### src/rtl/pm1_pkg.sv
package pm1_pkg;
  localparam int REG_W   = 16;
  localparam int LANES   = REG_W / 8;
  localparam int TYP_W   = 3;
  localparam int TYP_LSB = 10;
  localparam int SLPEN_BIT = 13;
  localparam int WAKE_BIT  = 15;
  localparam int MAP_BYTES = 6;

  typedef enum logic [1:0] {
    SEL_STAT = 2'd0,
    SEL_EN   = 2'd1,
    SEL_CTL  = 2'd2,
    SEL_NONE = 2'd3
  } pm1_sel_e;

  typedef struct packed {
    logic     ok;
    pm1_sel_e sel;
    logic     lane;
    logic [1:0] nbytes;
  } pm1_dec_t;

  function automatic logic [LANES-1:0] lane_enables(input logic lane, input logic [1:0] nbytes);
    if (nbytes == 2'd2) return '1;
    return lane ? 2'b10 : 2'b01;
  endfunction

  function automatic logic [REG_W-1:0] expand_lanes(input logic [LANES-1:0] be);
    logic [REG_W-1:0] m;
    for (int i = 0; i < LANES; i++) m[i*8 +: 8] = {8{be[i]}};
    return m;
  endfunction

  function automatic logic [REG_W-1:0] align_wr(input logic [REG_W-1:0] d, input logic lane);
    return lane ? {d[7:0], 8'h00} : d;
  endfunction

  function automatic logic [REG_W-1:0] extract_rd(input logic [REG_W-1:0] v, input logic lane,
                                                 input logic [1:0] nbytes);
    if (nbytes == 2'd2) return v;
    return {8'h00, (lane ? v[15:8] : v[7:0])};
  endfunction

  function automatic logic [REG_W-1:0] merge_lanes(input logic [REG_W-1:0] old_v,
                                                  input logic [REG_W-1:0] new_v,
                                                  input logic [REG_W-1:0] m);
    return (old_v & ~m) | (new_v & m);
  endfunction
endpackage

### src/rtl/pm1_addr_dec.sv
module pm1_addr_dec
  import pm1_pkg::*;
#(
  parameter int ADDR_W = 4
) (
  input  logic [ADDR_W-1:0] off,
  input  logic [1:0]        size,
  output pm1_dec_t          dec
);
  logic       size_ok;
  logic       in_map;
  logic [2:0] span;
  logic       fits;

  always_comb begin
    size_ok = (size == 2'd1) || (size == 2'd2);
    in_map  = off < ADDR_W'(MAP_BYTES);
    span    = {2'b00, off[0]} + {1'b0, size};
    fits    = span <= 3'd2;
    dec.ok     = size_ok && in_map && fits;
    dec.lane   = off[0];
    dec.nbytes = size;
    dec.sel    = dec.ok ? pm1_sel_e'(off[2:1]) : SEL_NONE;
  end

  initial begin
    if (ADDR_W < 3) $error("ADDR_W must cover the register map");
  end
endmodule

### src/rtl/pm1_sleep_dec.sv
module pm1_sleep_dec
  import pm1_pkg::*;
#(
  parameter bit              DIRECT_MODE = 1'b0,
  parameter logic [TYP_W-1:0] SUSP_CODE  = 3'd1,
  parameter logic [TYP_W-1:0] OFF_CODE   = 3'd0
) (
  input  logic             clk,
  input  logic             rst_n,
  input  logic             req,
  input  logic [TYP_W-1:0] typ,
  output logic             suspend_o,
  output logic             poweroff_o,
  output logic             type_err_o
);
  logic want_susp, want_off, want_err;

  generate
    if (DIRECT_MODE) begin : g_direct
      always_comb begin
        want_susp = 1'b0;
        want_off  = req;
        want_err  = 1'b0;
      end
      // a direct-mode request always ends in power-off
      p_direct_off_r9: assert property (@(posedge clk) disable iff (!rst_n)
        req |=> poweroff_o && !suspend_o);
    end else begin : g_typed
      always_comb begin
        want_susp = req && (typ == SUSP_CODE);
        want_off  = req && (typ == OFF_CODE);
        want_err  = req && (typ != SUSP_CODE) && (typ != OFF_CODE);
      end
      // an unknown type raises the error and no action
      p_unknown_type_r8: assert property (@(posedge clk) disable iff (!rst_n)
        (req && typ != SUSP_CODE && typ != OFF_CODE) |=> type_err_o && !suspend_o && !poweroff_o);
    end
  endgenerate

  always_ff @(posedge clk) begin
    if (!rst_n) begin
      suspend_o  <= 1'b0;
      poweroff_o <= 1'b0;
      type_err_o <= 1'b0;
    end else begin
      suspend_o  <= want_susp;
      poweroff_o <= want_off;
      type_err_o <= want_err;
    end
  end

  // never two outcome pulses together
  p_one_outcome_r11: assert property (@(posedge clk) disable iff (!rst_n)
    $onehot0({suspend_o, poweroff_o, type_err_o}));
endmodule

### src/rtl/pm1_regblk.sv
module pm1_regblk
  import pm1_pkg::*;
#(
  parameter int ADDR_W      = 4,
  parameter bit DIRECT_MODE = 1'b0
) (
  input  logic              clk,
  input  logic              rst_n,
  input  logic [ADDR_W-1:0] io_off,
  input  logic [1:0]        io_size,
  input  logic [15:0]       io_wdata,
  input  logic              io_wr,
  input  logic              io_rd,
  input  logic              resume_in,
  output logic [15:0]       rdata,
  output logic              bad_access,
  output logic              suspend_pulse,
  output logic              poweroff_pulse,
  output logic              sleep_type_err
);
  pm1_dec_t         dec;
  logic             bad_req, wr_hit, rd_hit;
  logic             stat_wr, en_wr, ctl_wr, sleep_req;
  logic [LANES-1:0] byte_en;
  logic [REG_W-1:0] bit_en, wd_al, stat_clr, ctl_merged, cur_val;
  logic [REG_W-1:0] stat_q, en_q, ctl_q;

  pm1_addr_dec #(.ADDR_W(ADDR_W)) u_dec (
    .off (io_off),
    .size(io_size),
    .dec (dec)
  );

  always_comb begin
    bad_req   = (io_wr || io_rd) && !dec.ok;
    wr_hit    = io_wr && dec.ok;
    rd_hit    = io_rd && dec.ok;
    stat_wr   = wr_hit && (dec.sel == SEL_STAT);
    en_wr     = wr_hit && (dec.sel == SEL_EN);
    ctl_wr    = wr_hit && (dec.sel == SEL_CTL);
    byte_en   = lane_enables(dec.lane, dec.nbytes);
    bit_en    = expand_lanes(byte_en);
    wd_al     = align_wr(io_wdata, dec.lane);
    stat_clr  = stat_wr ? (bit_en & wd_al) : '0;
    ctl_merged = merge_lanes(ctl_q, wd_al, bit_en);
    sleep_req = ctl_wr && ctl_merged[SLPEN_BIT];
    unique case (dec.sel)
      SEL_STAT: cur_val = stat_q;
      SEL_EN:   cur_val = en_q;
      SEL_CTL:  cur_val = ctl_q;
      default:  cur_val = '0;
    endcase
  end

  always_ff @(posedge clk) begin
    if (!rst_n) begin
      stat_q     <= '0;
      en_q       <= '0;
      ctl_q      <= '0;
      rdata      <= '0;
      bad_access <= 1'b0;
    end else begin
      stat_q <= (stat_q & ~stat_clr) | (resume_in ? (REG_W'(1) << WAKE_BIT) : '0);
      if (en_wr)  en_q  <= merge_lanes(en_q, wd_al, bit_en);
      if (ctl_wr) ctl_q <= ctl_merged & ~(REG_W'(1) << SLPEN_BIT);
      rdata      <= rd_hit ? extract_rd(cur_val, dec.lane, dec.nbytes) : '0;
      bad_access <= bad_req;
    end
  end

  pm1_sleep_dec #(.DIRECT_MODE(DIRECT_MODE)) u_sleep (
    .clk       (clk),
    .rst_n     (rst_n),
    .req       (sleep_req),
    .typ       (ctl_merged[TYP_LSB +: TYP_W]),
    .suspend_o (suspend_pulse),
    .poweroff_o(poweroff_pulse),
    .type_err_o(sleep_type_err)
  );

  // a rejected access leaves enable and control untouched
  p_bad_hold_r3: assert property (@(posedge clk) disable iff (!rst_n)
    (bad_req && !resume_in) |=> $stable(en_q) && $stable(ctl_q) && $stable(stat_q));
  // a rejected access is flagged and reads zero
  p_bad_flag_r3: assert property (@(posedge clk) disable iff (!rst_n)
    bad_req |=> bad_access && (rdata == '0));
  // resume always wins the wake bit
  p_wake_set_r10: assert property (@(posedge clk) disable iff (!rst_n)
    resume_in |=> stat_q[WAKE_BIT]);
  // a suspend pulse only follows a sleep request
  p_suspend_src_r7: assert property (@(posedge clk) disable iff (!rst_n)
    suspend_pulse |-> $past(sleep_req));
  // the sleep-enable bit is not kept after a control write
  p_slpen_clear_r6: assert property (@(posedge clk) disable iff (!rst_n)
    ctl_wr |=> !ctl_q[SLPEN_BIT]);
endmodule

### config.mk
export PLATFORM = sky130hd
export DESIGN_NAME = pm1_regblk
export DESIGN_NICKNAME = d
export VERILOG_FILES = /design/src/rtl/pm1_pkg.sv /design/src/rtl/pm1_addr_dec.sv /design/src/rtl/pm1_sleep_dec.sv /design/src/rtl/pm1_regblk.sv
export SDC_FILE = /design/constraint.sdc
export NUM_CORES = 1
export LEC_CHECK = 0
export CAP_MARGIN = 40
export CORE_MARGIN = 5
export CORE_UTILIZATION = 50
export CTS_CLUSTER_SIZE = 40
export DETAILED_ROUTE_END_ITERATION = 16
export DONT_BUFFER_PORTS = 1
export PLACE_DENSITY_LB_ADDON = 0.3
export SLEW_MARGIN = 20
export SYNTH_ARGS = -nofsm -noshare
export SYNTH_HDL_FRONTEND = slang
export SYNTH_HIERARCHICAL = 1
export SYNTH_SLANG_ARGS = --single-unit
### constraint.sdc
create_clock -name clk -period 2.2 [get_ports clk]
set_input_delay 0.22 -clock clk [delete_from_list [all_inputs] [get_ports clk]]
set_output_delay 0.22 -clock clk [all_outputs]
set_load 0.03 [all_outputs]
==> flow_summary_export.csv <==
group,metric,value,unit
status,outcome,"finished clean",
place,dp_cells,382,
logic_synthesis,synth_flop_cell,"dfxtp_1",
clocking,clock_sinks,67,
worst_hold_path,min_path_type,"in -> reg",
final_layout,utilization,55.82,%
logic_synthesis,synth_fa_ha_area_share,1.253,%
flow_run,maxCapViolations,0,
grt,antenna_found_initial,0,
logic_synthesis,synth.top_cell.area_share,44.76,%
grt,grt_pass1_wl,11790,um
detailed_routing,num_vias,2273,
floorplan,core_area,5886,um2
logic_synthesis,synth.area.mux_share,9.603,%
final_layout,nNetsFinal,352,
clocking,cts_root_buf,"clkbuf_8",
detailed_routing,dr.pass1.iters,5,
logic_synthesis,synth-simple-area-share,17.91,%
logic_synthesis,synth_area_leaders,"dfxtp_1, mux2i_1, nor2b_1",
place,gp_congestion,0.8289,
logic_synthesis,synth_nets,346,
final_layout,layout-drive-gt1-share,13.80,%
place,hpwl,4949,um
sta,fin_crit_sh,88.02,%
sta,hold_viol,0,
grt,grt_remaining_overflow,0,
final_layout,n_antenna_cell,0,
clocking,h-tree-depth,3,
logic_synthesis,synth_edf_count,0,
critical_path,arrival,2190,ps
logic_synthesis,synth_warnings,6,
worst_hold_path,worstHoldStart,"rst_n",
critical_path,critPathBufInv,2,
critical_path,crit-reg2reg-launch,"stat_q[9]",
logic_synthesis,synth_xor_area_share,0.5428,%
power,powerDensity,703.4,nW/um2
grt,grt_max_degree,45,
floorplan,rows,28,
sta,skew,5.767,ps
detailed_routing,drt_iter0_markers,164,
logic_synthesis,synth_top_family_by_area,"compound AO/OA/AOI/OAI gates",
critical_path,path_max_fanout,24,
sta,max_slew_margin,54.94,%
detailed_routing,drtAntennaViolNets,0,
logic_synthesis,syn_area_per_cell,9.483,um2
sta,setup_violations,0,
final_layout,area.growth.synth_to_final,9.645,%
detailed_routing,vias_per_cell,5.668,
critical_path,critical_path.top_delay_family,"simple AND/OR/NAND/NOR gates",
power,p_total,2.311,mW
sta,period_needed,1937,ps
power,leakagePower,1.424,nW
logic_synthesis,ys_seq_area_share,44.76,%
critical_path,crit_chain,"ha_4, inv_1, ha_1, nor3b_4, o211ai_1, buf_4, nor2b_1, a21oi_1, a211oi_1",
critical_path,cpPeakStageDelay,550,ps
sta,max_slew.worst_pin.slew,674.6,ps
floorplan,die_x,87.42,um
logic_synthesis,synth_cells,316,
clocking,ctsResizeCount,0,
critical_path,crit_required,2450,ps
clocking,clock_path_buffers,2,
clocking,cts_tree,"built",
clocking,numCtsBuffers,9,
sta,rsz0062_at_grt,"false",
critical_path,critPathLaunch,"io_off[0]",
floorplan,io_pins,47,
floorplan,die_area,7641,um2
floorplan,fp.dieH,87.42,um
sta,report.final.slew_viol_count,0,
critical_path,cp-end-kind,"flop",
clocking,clk_pin_slew,60,ps
detailed_routing,routedWlPerCell,17.83,um
grt,track_usage,20.34,%
grt,grt_pass1_vias,2264,
place,port_buffers,0,
logic_synthesis,synth_top_cell_by_area,"dfxtp_1",
critical_path,cp-start-kind,"input pin",
sta,fmax,516.4,MHz
final_layout,fillers,531,
logic_synthesis,synth_area,2997,um2
critical_path,worstSetupPathType,"in -> reg",
clocking,worstSkewPairLatency,340,ps
floorplan,start_util,50.91,%
logic_synthesis,yosysUniqueCellTypes,38,
critical_path,crit_path_top_delay_cell,"nor2b_1",
detailed_routing,wirelength,7150,um
sta,holdWs,14.30,ps
logic_synthesis,synth_compound_area_share,20.17,%
logic_synthesis,synthArstFlopShare,0,%
final_layout,stdcell_count,401,
logic_synthesis,ys_seq_elements,67,
power,ir_drop,0.3533,mV
detailed_routing,drc,0,
## final cells by class
| cell class | instances | area, um2 | share of cell area, % |
|---|---|---|---|
| Multi-Input combinational cell | 219 | 1506 | 45.85 |
| Tap cell | 75 | 93.84 | 2.856 |
| Timing Repair Buffer | 18 | 142.6 | 4.341 |
| Inverter | 7 | 26.28 | 0.7997 |
| Sequential cell | 67 | 1341 | 40.82 |
| Clock inverter | 3 | 40.04 | 1.219 |
| Clock buffer | 12 | 135.1 | 4.113 |
## cells in the mapped netlist, drive strengths merged, types with 2 or more instances
library cell / count
a211oi: 13
a21boi: 2
a21oi: 25
a22oi: 16
and4b: 2
buf: 16
clkbuf: 7
dfxtp: 67
ha: 3
inv: 7
mux2: 6
mux2i: 22
nand2: 35
nor2: 26
nor2b: 30
nor3: 2
nor3b: 2
nor4: 2
o211a: 16
o211ai: 2
o21ai: 4
## metal layers
layer	global-route usage [%]	up-vias	wire length, um
met3	5.393	9	468
met2	31.78	66	3425
li1	-	1125	-
met4	9.344	0	112
met5	0	-	0
met1	26.13	1073	3144
## metrics by stage
step / setup TNS [ps] / worst slack, ps / cell area, um2
floorplan: -66.01 / -66.01 / 3020
global placement: -40.82 / -35.37 / 3073
detailed placement: -117.2 / -45.98 / 3073
CTS: 0 / 297.2 / 3278
global route: 0 / 58.04 / 3286
finish: 0 / 263.5 / 3286
## cells in the final DEF (no fill, tap or decap), types with 2 or more instances in the layout
master	n
nor2b_1	30
clkinv_2	2
o211ai_1	2
a211oi_1	13
a21boi_4	2
mux2_2	6
o211a_1	16
nand2_1	34
mux2i_1	22
buf_4	15
nor2_1	26
o21ai_0	2
ha_1	2
dfxtp_1	67
nor3_2	2
a21oi_1	25
dlygate4sd3_1	3
and4b_1	2
nor4_1	2
inv_1	6
a22oi_1	16
clkbuf_1	3
clkbuf_8	9
## where the power goes
part / total [mW] / switching, mW / internal [mW]
combinational: 0.139 / 0.0757 / 0.0629
sequential: 1.22 / 0.00558 / 1.22
clock: 0.950 / 0.436 / 0.515
## path summary, 6_finish.rpt
path | to | slack [ps] | cells after the start
hold reg to reg | stat_q[5] | 430 | 2
setup / recovery | rdata[6] | 260 | 9
setup reg to reg | rdata[1] | 1100 | 4
hold / removal | flop | 10 | 1
## logic make-up (layout without fill, tap and decap cells)
kind of cell,count (synthesis),after routing
buffers and inverters,30,40
multiplexers,28,28
AO/OA/AOI/OAI,81,81
AND/OR/NAND/NOR,106,106
adder cells (fa/ha/maj),3,3
XOR/XNOR,1,1
flip-flops,67,67
## repair_timing
item                                    in CTS  in global routing
hold endpoints to repair                     8                  0
hold buffers                                 3                  0
endpoints found under the setup margin       0                  0
setup buffers                                0                  0
Note: power is estimated with default switching activity, not from simulation.
